--- src/rtl/ser_ctl_pkg.sv ---
package ser_ctl_pkg;
  // Address field width; the address sits in the low bits of every frame.
  localparam int ADDR_W = 2;
  // Number of addressable registers (code 3 is unused).
  localparam int NUM_SLOTS = 3;
  // Frame bit position of the soft mute flag inside a control frame.
  localparam int MUTE_FRAME_BIT = 11;

  typedef enum logic [ADDR_W-1:0] {
    SLOT_LEFT  = 2'b00,
    SLOT_RIGHT = 2'b01,
    SLOT_CTRL  = 2'b10,
    SLOT_NONE  = 2'b11
  } slot_e;

  // True when the address field selects register number idx.
  function automatic logic slot_hit(input logic [ADDR_W-1:0] addr, input int idx);
    return (addr == ADDR_W'(idx)) && (idx < NUM_SLOTS);
  endfunction

  // Volume slots come out of reset at full scale, the control slot at zero.
  function automatic logic resets_full_scale(input int idx);
    return idx != int'(SLOT_CTRL);
  endfunction
endpackage

--- src/rtl/ser_ctl_sync.sv ---
module ser_ctl_sync #(
  parameter int N      = 4,
  parameter int STAGES = 2
) (
  input  logic         clk,
  input  logic         rst_n,
  input  logic [N-1:0] async_in,
  output logic [N-1:0] sync_out
);
  for (genvar gi = 0; gi < N; gi++) begin : g_bit
    logic [STAGES-1:0] chain_q;
    always_ff @(posedge clk or negedge rst_n) begin
      if (!rst_n) chain_q <= '0;
      else        chain_q <= (chain_q << 1) | STAGES'(async_in[gi]);
    end
    assign sync_out[gi] = chain_q[STAGES-1];
  end
endmodule

--- src/rtl/ser_ctl_shifter.sv ---
module ser_ctl_shifter #(
  parameter int WORD_W = 16
) (
  input  logic              clk,
  input  logic              rst_n,
  input  logic              bclk_s,
  input  logic              dat_s,
  input  logic              lat_s,
  output logic              bit_tick,
  output logic              frame_strobe,
  output logic [WORD_W-1:0] frame_word
);
  logic              bclk_q, lat_q;
  logic [WORD_W-1:0] shreg_q;

  assign bit_tick     = bclk_s & ~bclk_q;
  assign frame_strobe = lat_s & ~lat_q;
  assign frame_word   = shreg_q;

  always_ff @(posedge clk or negedge rst_n) begin
    if (!rst_n) begin
      bclk_q  <= 1'b0;
      lat_q   <= 1'b0;
      shreg_q <= '0;
    end else begin
      bclk_q <= bclk_s;
      lat_q  <= lat_s;
      if (bit_tick) shreg_q <= {shreg_q[WORD_W-2:0], dat_s};
    end
  end
endmodule

--- src/rtl/ser_ctl_bank.sv ---
module ser_ctl_bank
  import ser_ctl_pkg::*;
#(
  parameter int WORD_W = 16,
  localparam int PW    = WORD_W - ADDR_W
) (
  input  logic                  clk,
  input  logic                  rst_n,
  input  logic                  frame_strobe,
  input  logic [WORD_W-1:0]     frame_word,
  input  logic                  lr_s,
  output logic                  lr_edge,
  output logic [NUM_SLOTS-1:0]  pend_vec,
  output logic [NUM_SLOTS*PW-1:0] live_flat
);
  logic          lr_q;
  logic [PW-1:0] payload;

  assign lr_edge = lr_s ^ lr_q;
  assign payload = frame_word[WORD_W-1:ADDR_W];

  always_ff @(posedge clk or negedge rst_n) begin
    if (!rst_n) lr_q <= 1'b0;
    else        lr_q <= lr_s;
  end

  for (genvar gi = 0; gi < NUM_SLOTS; gi++) begin : g_slot
    localparam logic [PW-1:0] RST_VAL = resets_full_scale(gi) ? {PW{1'b1}} : {PW{1'b0}};
    logic          hit;
    logic          pend_q;
    logic [PW-1:0] stage_q, live_q;

    assign hit = frame_strobe && slot_hit(frame_word[ADDR_W-1:0], gi);

    always_ff @(posedge clk or negedge rst_n) begin
      if (!rst_n) begin
        pend_q  <= 1'b0;
        stage_q <= RST_VAL;
        live_q  <= RST_VAL;
      end else begin
        if (hit) stage_q <= payload;
        if (lr_edge && pend_q) live_q <= stage_q;
        if (lr_edge)  pend_q <= hit;
        else if (hit) pend_q <= 1'b1;
      end
    end

    assign pend_vec[gi]            = pend_q;
    assign live_flat[gi*PW +: PW]  = live_q;
  end
endmodule

--- src/rtl/ser_ctl_port.sv ---
module ser_ctl_port
  import ser_ctl_pkg::*;
#(
  parameter int WORD_W      = 16,
  parameter int SYNC_STAGES = 2,
  localparam int PW         = WORD_W - ADDR_W
) (
  input  logic          clk,
  input  logic          rst_n,
  input  logic          ser_clk,
  input  logic          ser_dat,
  input  logic          ser_lat,
  input  logic          lr_clk,
  output logic [PW-1:0] vol_left,
  output logic [PW-1:0] vol_right,
  output logic [PW-1:0] ctrl_word,
  output logic          soft_mute
);
  logic [3:0]              sync_lv;
  logic                    bit_tick, frame_strobe, lr_edge;
  logic [WORD_W-1:0]       frame_word;
  logic [NUM_SLOTS-1:0]    pend_vec;
  logic [NUM_SLOTS*PW-1:0] live_flat;

  ser_ctl_sync #(.N(4), .STAGES(SYNC_STAGES)) u_sync (
    .clk(clk), .rst_n(rst_n),
    .async_in({lr_clk, ser_lat, ser_dat, ser_clk}),
    .sync_out(sync_lv)
  );

  ser_ctl_shifter #(.WORD_W(WORD_W)) u_shift (
    .clk(clk), .rst_n(rst_n),
    .bclk_s(sync_lv[0]), .dat_s(sync_lv[1]), .lat_s(sync_lv[2]),
    .bit_tick(bit_tick), .frame_strobe(frame_strobe), .frame_word(frame_word)
  );

  ser_ctl_bank #(.WORD_W(WORD_W)) u_bank (
    .clk(clk), .rst_n(rst_n),
    .frame_strobe(frame_strobe), .frame_word(frame_word),
    .lr_s(sync_lv[3]), .lr_edge(lr_edge),
    .pend_vec(pend_vec), .live_flat(live_flat)
  );

  assign vol_left  = live_flat[int'(SLOT_LEFT)*PW  +: PW];
  assign vol_right = live_flat[int'(SLOT_RIGHT)*PW +: PW];
  assign ctrl_word = live_flat[int'(SLOT_CTRL)*PW  +: PW];
  assign soft_mute = ctrl_word[MUTE_FRAME_BIT-ADDR_W];
endmodule

--- config.mk ---
export PLATFORM = sky130hd
export DESIGN_NAME = ser_ctl_port
export DESIGN_NICKNAME = d
export VERILOG_FILES = /design/src/rtl/ser_ctl_pkg.sv /design/src/rtl/ser_ctl_sync.sv /design/src/rtl/ser_ctl_shifter.sv /design/src/rtl/ser_ctl_bank.sv /design/src/rtl/ser_ctl_port.sv
export SDC_FILE = /design/constraint.sdc
export NUM_CORES = 1
export LEC_CHECK = 0
export BUFFER_PORTS_ARGS = -buffer_cell sky130_fd_sc_hd__buf_4
export CORE_ASPECT_RATIO = 0.6
export CORE_UTILIZATION = 45
export DETAILED_ROUTE_END_ITERATION = 12
export PLACE_DENSITY = 0.72
export SLEW_MARGIN = 0
export SYNTH_ARGS = -nofsm -noshare
export SYNTH_HDL_FRONTEND = slang
export SYNTH_SLANG_ARGS = --single-unit
export TNS_END_PERCENT = 100
--- constraint.sdc ---
create_clock -name clk -period 2 [get_ports clk]
set_input_delay 0.1 -clock clk [delete_from_list [all_inputs] [get_ports clk]]
set_output_delay 0.1 -clock clk [all_outputs]
set_load 0.005 [all_outputs]
# After elaboration in Yosys (flattened, before gate mapping)
# Cells that the tools add are included.
# op_classes
shifts	0
multipliers	0
order_cmp	0
eq_ne	2
reduce_logical	10
bitwise_logic	9
addsub	0
muxes	6
div	0
# ops
operator	count
$or 2x1->2	4
$logic_and 1x1->1	6
$mux 1	6
$reduce_bool 2->1	3
$and 1x1->1	2
$eq 2x1->1 const B	1
$eq 2x2->1 const B	1
$logic_not 2->1	1
$not 1->1	2
$xor 1x1->1	1
# totals
latchBits	0
rom_bits	0
ram_bits	0
out_inout_bits	43
ff_bits	114
elab_cells	44
n_memories	0
inputBits	6

# Logic depth before layout (Yosys ltp)
# Gate-level depths: netlist (run 1).
# depth
ltp_word	5
ltp_mapped	4
ltp_nobuf	3

# By module
# Synthesis (run 1) repeated with hierarchy kept, for this count alone.
# unflattened
cells_unflattened	245
area_unflattened_um2	4509.3
# modules_own_cells
mod	instances	cells_each	seq_area_each_um2	area_each_um2
ser_ctl_bank	1	194	2272.2	3555.9
ser_ctl_shifter	1	38	450.4	715.7
ser_ctl_sync	1	12	200.2	230.2
ser_ctl_port	1	1	0.0	7.5

# Least setup slack after synthesis (run 1)
# No wires, ideal clock.
# synth_path
path_kind	reg-to-reg
from	reg u_shift.lat_q
to	reg u_bank.g_slot[2].stage_q[10]
t_arrival_ps	1394
setup_time_ps	125
period_less_slack_ps	1518
setup_slack_ps	482
required_time_ps	1875
stages_incl_launch_ff	5
path_buffers	1
cell_sequence	dfrtp_1 -> nand2b_2 -> nor3b_4 -> buf_6 -> mux2_2
# synth_between
elab_chain_cells	3
# synth_lines
item	line	text
start: declaration	ser_ctl_shifter.sv:13	logic bclk_q, lat_q;
start signal: assignment	ser_ctl_shifter.sv:27	lat_q <= lat_s;
$not 1->1	ser_ctl_shifter.sv:17	assign frame_strobe = lat_s & ~lat_q;
$and 1x1->1	ser_ctl_shifter.sv:17	
$logic_and 1x1->1	ser_ctl_bank.sv:33	assign hit = frame_strobe && slot_hit(frame_word[ADDR_W-1:0], gi);
end signal: assignment	ser_ctl_bank.sv:41	if (hit) stage_q <= payload;
end: declaration	ser_ctl_bank.sv:31	logic [PW-1:0] stage_q, live_q;
# No other way between the ends.
# A chain may end at the register's enable or synchronous reset.

# Worst setup path after layout (run 1)
# layout_path
from	reg u_bank.lr_q
to	reg u_bank.g_slot[2].live_q[5]
# layout_between
elab_chain_cells	2
# layout_lines
item	line	text
start: declaration	ser_ctl_bank.sv:16	logic lr_q;
start signal: assignment	ser_ctl_bank.sv:24	else lr_q <= lr_s;
$xor 1x1->1	ser_ctl_bank.sv:19	assign lr_edge = lr_s ^ lr_q;
$logic_and 1x1->1	ser_ctl_bank.sv:42	if (lr_edge && pend_q) live_q <= stage_q;
end signal: assignment	ser_ctl_bank.sv:42	
end: declaration	ser_ctl_bank.sv:31	
# No other way between the ends.

==> metrics, run 1 <==
Final setup viols 0; IO Pins 49; global placement routability congestion 0.721; largest net degree at the start of global routing 73; global-route wire length before repair 13.5 mm; Yosys cell types 16; via count 2203; CP Launch Type flip-flop; area share of the largest cell type after synthesis 33.6%; FILL cells 718; Area growth syn-to-layout 28.0%; Cell Area, Placed 4890 sq um; Reg2Reg Depth 3; Final Skew 0.00622 ns; Worst-Margin Slew 0.558 ns; Die ar. 10100 sq um; Avg Cell Area, Syn 18.6 sq um; drc violations 0; final hold vios 0; Synth warnings 0; largest fanout on the critical path 14; final cell count without fillers 450; Pre-antenna DRT Iters 4; count leader, synth mux2_2; ANT cells 0; die height 78.4 um; Vias/cell 4.90; CP Capture Type flip-flop; RSZ-0062 raised after global routing false; Worst EP required 2.29 ns; worst hold-check path type in -> async; Seq/Total Area, Yosys 66.7%; antenna viol nets, final 0; FMAX 609 MHz; maxcap violations 0; post-cts sizing count 0; Yosys reg bits 114; GRT Resource Usage Total 18.6%; worst relative slew slack 62.7%; CTS Buf Count 17; placed cells 413; # nets final 313; insertion delay to the later sink of the worst-skew pair 0.41 ns; share of cells above drive strength 1 78.8%; synthesized instance count 236; port buffer count 48; Leak 2.63 nW; H-tree Lvls 4; DR iter-0 viols 78; number of flops mapped to enable cells by yosys 0; DIE WIDTH 129 um; initial antenna violation count 0; Num Clock Sinks 114; Mapped Nets 242; vias in the first global route 2459; Setup TNS 0 ns; VDD IR-drop max 792 uV; Async S/R FF share, synth 100%; Setup crit start u_bank.lr_q$_DFF_PN0_; Worst Setup EP u_bank.g_slot[2].live_q[5]$_DFFE_PN0P_; status finished clean; grt ovf 0; fin area 5610 sq um; CTS clk-pin slew, worst paths 0.05 ns; Clock Tree Buf Depth 2; Core Area 9320 sq um; power per cell area 1560 nW/um^2; Reg2Reg Setup Slack 0.36 ns; Initial Utilization 47.0%; Reg-to-Reg Start u_bank.lr_q$_DFF_PN0_; crit path DAT 1.93 ns; Slew Limit Fails 0; ranking of synthesized cells by area dfstp_2 34%, dfrtp_1 33%, mux2_2 18%, mux2_4 10%, buf_6 1.3%; critical path class reg -> reg; routed wire length 8.12 mm; reg2reg end u_bank.g_slot[2].live_q[5]$_DFFE_PN0P_; most instantiated cells after synthesis 70 x mux2_2, 58 x dfrtp_1, 56 x dfstp_2, 30 x mux2_4, 5 x buf_6; ys flop type dfrtp_1; final period utilization 82.1%; Root Buffer clkbuf_16; Hold WS 0.0950 ns; Syn Std Cell Area 4380 sq um; final worst path period need 1.64 ns; Post-DP HPWL 5.20 mm; # rows 27; routed len/inst 18.0 um; TritonCTS clock tree built; cell accounting for the most synthesized area dfstp_2
cell families (layout without fill, tap and decap cells):
logic type / Yosys count / after routing / synth area share (%)
flip-flops: 114 / 114 / 66.7
multiplexers: 100 / 100 / 28.3
buffers and inverters: 9 / 93 / 1.86
AND/OR/NAND/NOR: 8 / 8 / 2.00
AO/OA/AOI/OAI: 3 / 3 / 0.543
XOR/XNOR: 2 / 2 / 0.572
what timing repair did:
action,in CTS,in global routing
hold buffers,5,0
buffers inserted,0,0
hold endpoints to repair,70,0
layer usage:
| layer | up-vias | track usage (%) | part of all wire [%] |
|---|---|---|---|
| met5 | - | 0 | 0 |
| met4 | 0 | 9.06 | 1.8 |
| met3 | 15 | 6.20 | 4.2 |
| met2 | 50 | 27.4 | 46 |
| met1 | 1167 | 24.7 | 48 |
| li1 | 971 | - | - |
worst max-delay path: stages, from the launching register on:
cell and delay (ns):
dfrtp_1 0.42, xor2_2 0.30, nand2_2 0.38, mux2_4 0.41
flip-flops by register name, indices dropped and copies added, names as in the netlist:
register,count
u_bank.g_slot.pend_q,3
u_bank.g_slot.stage_q,42
u_shift.bclk_q,1
u_bank.g_slot.live_q,42
u_shift.frame_word,16
u_shift.lat_q,1
u_bank.lr_q,1
u_sync.g_bit.chain_q,8
worst min path at each step:
stage	start	to	cells past startpoint
3_3_place_gp	rst_n	u_bank.g_slot[2].live_q[2]$_DFFE_PN0P_	1
5_1_grt	rst_n	u_bank.g_slot[2].live_q[4]$_DFFE_PN0P_	2
6_report	rst_n	u_bank.g_slot[2].live_q[2]$_DFFE_PN0P_	2
3_5_place_dp	rst_n	u_bank.g_slot[2].live_q[2]$_DFFE_PN0P_	1
2_1_floorplan	rst_n	u_bank.g_slot[0].pend_q$_DFFE_PN0P_	0
4_1_cts	rst_n	u_bank.g_slot[2].live_q[2]$_DFFE_PN0P_	2
power breakdown:
| part | total [mW] | internal, mW | switching, mW | leakage (nW) |
|---|---|---|---|---|
| registers | 3.91 | 3.33 | 0.573 | 1.32 |
| clock network | 3.35 | 2.33 | 1.02 | 0.326 |
| logic | 1.50 | 1.05 | 0.455 | 0.987 |
stage by stage:
| stage | utilization [%] | setup slack, ns | power [mW] |
|---|---|---|---|
| 2_1_floorplan | - | 0.482 | 4.66 |
| 4_1_cts | 60.1 | 0.342 | 8.86 |
| 6_report | 60.1 | 0.357 | 8.76 |
| 3_5_place_dp | 52.5 | 0.366 | 5.45 |
| 5_1_grt | 60.1 | 0.278 | 9.16 |
| 3_3_place_gp | 52.5 | 0.439 | 5.34 |
layout make-up:
cell class	count	area [sq um]	share of cell area [%]
sequential	114	2920	52.1
multi-input combinational	113	1380	24.5
clock buffer	22	484	8.64
timing repair buffer	61	483	8.62
clock inverter	10	178	3.17
tap	130	163	2.90
layout by cell type (no fill, tap or decap), drive strengths merged:
cell and count:
nand2b 1, buf 56, nor3b 2, clkinv 4
dfrtp 58, a21o 3, clkinvlp 1, mux2 100
nor2b 1, dfstp 56, dlygate4sd3 5, xor2 1
nor3 1, bufinv 5, clkbuf 22, nand2 3
xnor2 1
Power figures use the tool's default switching activity.
==> run 2, diff against run 1 <==
- PLACE_DENSITY: 0.72 -> 0.74
- clock period: 2 -> 1.5 ns (I/O delays scaled with it)
==> run 2 against run 1 <==
  * Critical path depth unchanged
  * Worst setup slack got worse by 0.35 ns
  * Non-clock buffer count increased by 8
  * Critical path type unchanged
  * Total power increased by 29%
  * Via count about the same
  * Core utilization increased by 1.2 points
  * Combinational power increased by 37%
  * Largest cell class unchanged
  * Highest routed layer unchanged
  * Sequential share of layout area decreased by 1.0 points
  * Largest power group unchanged
  * Clock skew about the same
  * Sequential cell count unchanged
==> metrics, run 2 (same netlist as run 1, synthesis figures left out) <==
maxcap violations 0 (unchanged); grt ovf 0 (unchanged); Initial Utilization 47.0% (unchanged); fin worst setup slack 0.0104 ns (-0.347 ns); Pre-antenna DRT Iters 5 (+1); Post-Route Utilization 61.4% (+1.2 points); Leak 2.69 nW (+2.0%); via count 2205 (+0.091%); Post-Place Setup Slack 0.0123 ns (-0.354 ns); ANT cells 0 (unchanged); final hold vios 0 (unchanged); placed cells 419 (+1.5%); global placement routability congestion 0.722 (about the same); Area growth syn-to-layout 30.7%; share of cells above drive strength 1 78.7% (-0.091 points); CTS clk-pin slew, worst paths 0.05 ns (about the same); Slew Limit Fails 0 (unchanged); CTS Buf Count 17 (unchanged); Root Buffer clkbuf_16; Final Skew 0.00618 ns (-0.0000424 ns); GRT Resource Usage Total 18.0% (-0.64 points); DIE WIDTH 129 um (unchanged); antenna viol nets, final 0 (unchanged); status finished clean; port buffer count 48 (unchanged); worst hold-check path type in -> async; final cell count without fillers 458 (+1.8%); largest net degree at the start of global routing 38 (-48%); Worst EP required 1.83 ns (-0.46 ns); drc violations 0 (unchanged); routed wire length 8.07 mm (-0.58%); Core Area 9320 sq um (unchanged); # nets final 321 (+2.6%); Die ar. 10100 sq um (unchanged); routed len/inst 17.6 um (-2.3%); Hold WS 0.181 ns (+0.0857 ns); insertion delay to the later sink of the worst-skew pair 0.41 ns (about the same); Vias/cell 4.81 (-1.7%); Worst-Margin Slew 0.502 ns (-0.0561 ns); # rows 27 (unchanged); initial antenna violation count 0 (unchanged); CP Launch Type flip-flop; largest fanout on the critical path 7 (-7); CP Capture Type flip-flop; final period utilization 99.3% (+17 points); Final setup viols 0 (unchanged); TritonCTS clock tree built; die height 78.4 um (unchanged); IO Pins 49 (unchanged); crit path DAT 1.82 ns (-0.11 ns); final worst path period need 1.49 ns (-0.153 ns); FMAX 671 MHz (+10%); Power, Total 11.3 mW (+29%); RSZ-0062 raised after global routing true; most common cell after layout, fill and taps aside mux2_2; VDD IR-drop max 952 uV (+20%); DR iter-0 viols 75 (-3.8%); Num Clock Sinks 114 (unchanged); H-tree Lvls 4 (unchanged); vias in the first global route 2389 (-2.8%); Clock Tree Buf Depth 2 (unchanged); worst relative slew slack 66.5% (+3.9 points); critical path class reg -> reg; power per cell area 1980 nW/um^2 (+26%); Cell Area, Placed 5030 sq um (+2.7%); commonest cells after routing, fill and taps aside 70 x mux2_2, 57 x dfrtp_1, 56 x dfstp_2; Post-DP HPWL 5.16 mm (-0.82%); global-route wire length before repair 13.0 mm (-3.5%); Setup TNS 0 ns (unchanged); fin area 5720 sq um (+2.1%)
==> run 2: cell count changes in the layout (fill, tap and decap cells not counted), sizes merged <==
| cell | previous run | this run |
|---|---|---|
| buf | 56 | 63 |
| bufinv | 5 | 2 |
| clkbuf | 22 | 29 |
| clkinv | 4 | 2 |
| clkinvlp | 1 | 0 |
==> run 2: worst paths after layout <==
| kind | startpoint | to | slack [ns] | depth (start not counted) |
|---|---|---|---|---|
| max | u_shift.frame_word[1]$_DFFE_PN0P_ | u_bank.g_slot[1].stage_q[10]$_DFFE_PN1P_ | 0.01 | 3 |
| min | rst_n | u_bank.g_slot[2].live_q[2]$_DFFE_PN0P_ | 0.18 | 2 |
| max reg2reg | u_shift.frame_word[1]$_DFFE_PN0P_ | u_bank.g_slot[1].stage_q[10]$_DFFE_PN1P_ | 0.01 | 3 |
| min reg2reg | u_sync.g_bit[0].chain_q[0]$_DFF_PN0_ | u_sync.g_bit[0].chain_q[1]$_DFF_PN0_ | 0.35 | 0 |
| max in group asynchronous | rst_n | u_bank.g_slot[0].live_q[12]$_DFFE_PN1P_ | 0.69 | 3 |
| min in group clk | lr_clk | u_sync.g_bit[3].chain_q[0]$_DFF_PN0_ | 0.32 | 2 |
==> run 2: layer usage <==
metal | global-route usage [%] | vias to the layer above | part of all wire (%)
met2 | 24.9 | 54 | 43
li1 | - | 1003 | -
met3 | 4.77 | 15 | 3.8
met1 | 25.4 | 1133 | 51
met4 | 10.2 | 0 | 1.9
met5 | 0 | - | 0
==> run 2: critical path: stages, from the launching register on <==
cell,delay (ns)
dfrtp_1,0.47
nor3b_4,0.38
clkbuf_16,0.23
mux2_2,0.33
==> run 2: cell type report <==
class	count	area [sq um]
Clock buffer	28	537
Tap cell	130	163
Multi-Input combinational cell	113	1380
Fill cell	684	3600
Sequential cell	114	2920
Timing Repair Buffer	69	648
Clock inverter	4	70.1
==> run 2: report_power, final <==
| group | switching, mW | leakage [nW] | total, mW | internal, mW |
|---|---|---|---|---|
| logic | 0.609 | 1.07 | 2.06 | 1.45 |
| registers | 0.766 | 1.32 | 5.21 | 4.45 |
| clock network | 1.29 | 0.301 | 4.03 | 2.75 |
==> run 2: what timing repair did <==
| item | in CTS | in global routing |
|---|---|---|
| gates resized for setup | 0 | 2 |
| buffers inserted | 0 | 1 |
| endpoints found under the hold margin | 38 | 0 |
| hold buffers | 5 | 0 |
| setup endpoints to repair | 0 | 28 |
==> run 3, diff against run 2 <==
- BUFFER_PORTS_ARGS: -buffer_cell sky130_fd_sc_hd__buf_4 -> unset
- DONT_BUFFER_PORTS: unset -> 1
- PLACE_DENSITY: 0.74 -> 0.7
==> run 3 against run 2 <==
  * Die area unchanged
  * Clock skew increased by 0.0020 ns
  * Via count decreased by 7.3%
  * Largest cell class unchanged
  * Wire length decreased by 4.9%
  * Highest routed layer unchanged
  * Fmax increased by 2.5%
  * The run now ends with hold timing left
  * Critical endpoint is now u_bank.g_slot[1].stage_q[3]$_DFFE_PN1P_
  * Critical path type unchanged
  * Sequential share of layout area increased by 4.1 points
==> metrics, run 3 (same netlist as run 1, synthesis figures left out) <==
maxcap violations 0 (unchanged); fin area 5300 sq um (-7.4%); Core Area 9320 sq um (unchanged); CTS Buf Count 17 (unchanged); initial antenna violation count 0 (unchanged); largest net degree at the start of global routing 115 (+200%); die height 78.4 um (unchanged); CP Capture Type flip-flop; power per cell area 2020 nW/um^2 (+2.1%); ANT cells 0 (unchanged); CP Launch Type flip-flop; via count 2043 (-7.3%); commonest cells after routing, fill and taps aside 70 x mux2_2, 57 x dfrtp_1, 56 x dfstp_2; H-tree Lvls 4 (unchanged); Worst EP required 1.82 ns (about the same); VDD IR-drop max 937 uV (-1.6%); worst relative slew slack 79.3% (+13 points); Clock Tree Buf Depth 2 (unchanged); Setup crit start u_shift.lat_q$_DFF_PN0_; global-route wire length before repair 12.8 mm (-1.3%); Worst Setup EP u_bank.g_slot[1].stage_q[3]$_DFFE_PN1P_; FMAX 688 MHz (+2.5%); Hold WS -0.628 ns (-0.809 ns); Setup TNS 0 ns (unchanged); routed len/inst 18.9 um (+7.0%); grt ovf 0 (unchanged); Vias/cell 5.02 (+4.3%); drc violations 0 (unchanged); insertion delay to the later sink of the worst-skew pair 0.40 ns (about the same); worst hold-check path type in -> async; crit path DAT 1.77 ns (-0.05 ns); Reg2Reg Depth 4 (+1); DR top layer met4; largest fanout on the critical path 6 (-1); final worst path period need 1.45 ns (-0.0362 ns); FILL cells 735 (+7.5%); Leak 2.41 nW (-10%); Power, Total 10.7 mW (-5.5%); Die ar. 10100 sq um (unchanged); # nets final 270 (-16%); Slew Limit Fails 0 (unchanged); reg2reg end u_bank.g_slot[1].stage_q[3]$_DFFE_PN1P_; RSZ-0062 raised after global routing false; Routed met1 length 3.62 mm (-12%); most common cell after layout, fill and taps aside mux2_2; final hold vios 114 (+114); Reg-to-Reg Start u_shift.lat_q$_DFF_PN0_; Area growth syn-to-layout 20.9%; share of cells above drive strength 1 75.1% (-3.6 points); metal3 WL 539 um (+76%); port buffer count 0 (-100%); GRT Resource Usage Total 17.9% (-0.11 points); final period utilization 96.9% (-2.4 points); DR iter-0 viols 143 (+91%); Post-DP HPWL 4.68 mm (-9.2%); Reg2Reg Setup Slack 0.05 ns (+0.04 ns); TritonCTS clock tree built; IO Pins 49 (unchanged); failing checks hold timing; Post-Route Utilization 56.8% (-4.6 points); Root Buffer clkbuf_16; routed wire length 7.67 mm (-4.9%); Pre-antenna DRT Iters 4 (-1); Met2 Wirelength 3.41 mm (-2.6%); CTS clk-pin slew, worst paths 0.05 ns (about the same); Cell Area, Placed 4620 sq um (-8.1%); critical path class reg -> reg; hold-fix buffers at CTS 4 (-1); Final Skew 0.00822 ns (+0.00205 ns); Initial Utilization 47.0% (unchanged); # rows 27 (unchanged); vias in the first global route 2276 (-4.7%); Final setup viols 0 (unchanged); DIE WIDTH 129 um (unchanged); status finished, violations left; Worst-Margin Slew 0.310 ns (-0.191 ns); Num Clock Sinks 114 (unchanged); antenna viol nets, final 0 (unchanged); global placement routability congestion 0.722 (unchanged)
==> run 3: worst min path at each step <==
| stage | from | depth (start not counted) | end | slack, ns |
|---|---|---|---|---|
| after floorplan | rst_n | 0 | u_bank.g_slot[0].pend_q$_DFFE_PN0P_ | -0.22 |
| after global placement | rst_n | 0 | u_bank.g_slot[2].live_q[1]$_DFFE_PN0P_ | -0.22 |
| after detailed placement | rst_n | 0 | u_bank.g_slot[2].live_q[1]$_DFFE_PN0P_ | -0.22 |
| after CTS | rst_n | 0 | u_shift.frame_word[9]$_DFFE_PN0P_ | -0.65 |
| after global routing | rst_n | 0 | u_bank.g_slot[2].live_q[1]$_DFFE_PN0P_ | -0.65 |
| final | rst_n | 0 | u_bank.g_slot[2].live_q[1]$_DFFE_PN0P_ | -0.63 |
==> run 3: layer usage <==
| layer | vias up | track usage, % |
|---|---|---|
| met4 | 0 | 6.35 |
| met3 | 9 | 8.25 |
| met1 | 1073 | 23.9 |
| met2 | 65 | 25.4 |
| li1 | 896 | - |
| met5 | - | 0 |
==> run 3: worst max-delay path: stages, from the launching register on <==
cell and delay [ns]:
dfrtp_1 0.36, nand2b_4 0.18, nor3b_4 0.32, buf_6 0.18, mux2_2 0.33
==> run 3: cell type report <==
type | instances | area [sq um] | share of cell area [%]
Sequential cell | 114 | 2920 | 55.2
Multi-Input combinational cell | 113 | 1380 | 26.1
Clock buffer | 27 | 523 | 9.87
Timing Repair Buffer | 18 | 231 | 4.37
Tap cell | 130 | 163 | 3.07
Clock inverter | 5 | 75.1 | 1.42
==> run 3: through the flow <==
stage | instances | hold slack, ns | setup slack (ns)
2_1_floorplan | 236 | -0.221 | 0.000521
3_3_place_gp | 368 | -0.217 | 0.0510
3_5_place_dp | 368 | -0.217 | 0.0245
4_1_cts | 404 | -0.652 | 0.0284
5_1_grt | 407 | -0.652 | 0.00640
6_report | 407 | -0.628 | 0.0466
==> run 3: timing repair <==
item                                    4_1_cts  5_1_grt
pin swaps                                     1        1
endpoints found under the setup margin        7        6
gates cloned                                  0        0
hold endpoints to repair                    118      114
resized for setup                             4        1
buffers inserted                              0        3
==> run 3: where the power goes <==
group / internal [mW] / switching (mW)
Clock: 2.70 / 1.28
Sequential: 4.45 / 0.828
Combinational: 1.03 / 0.388
Total: 8.19 / 2.50
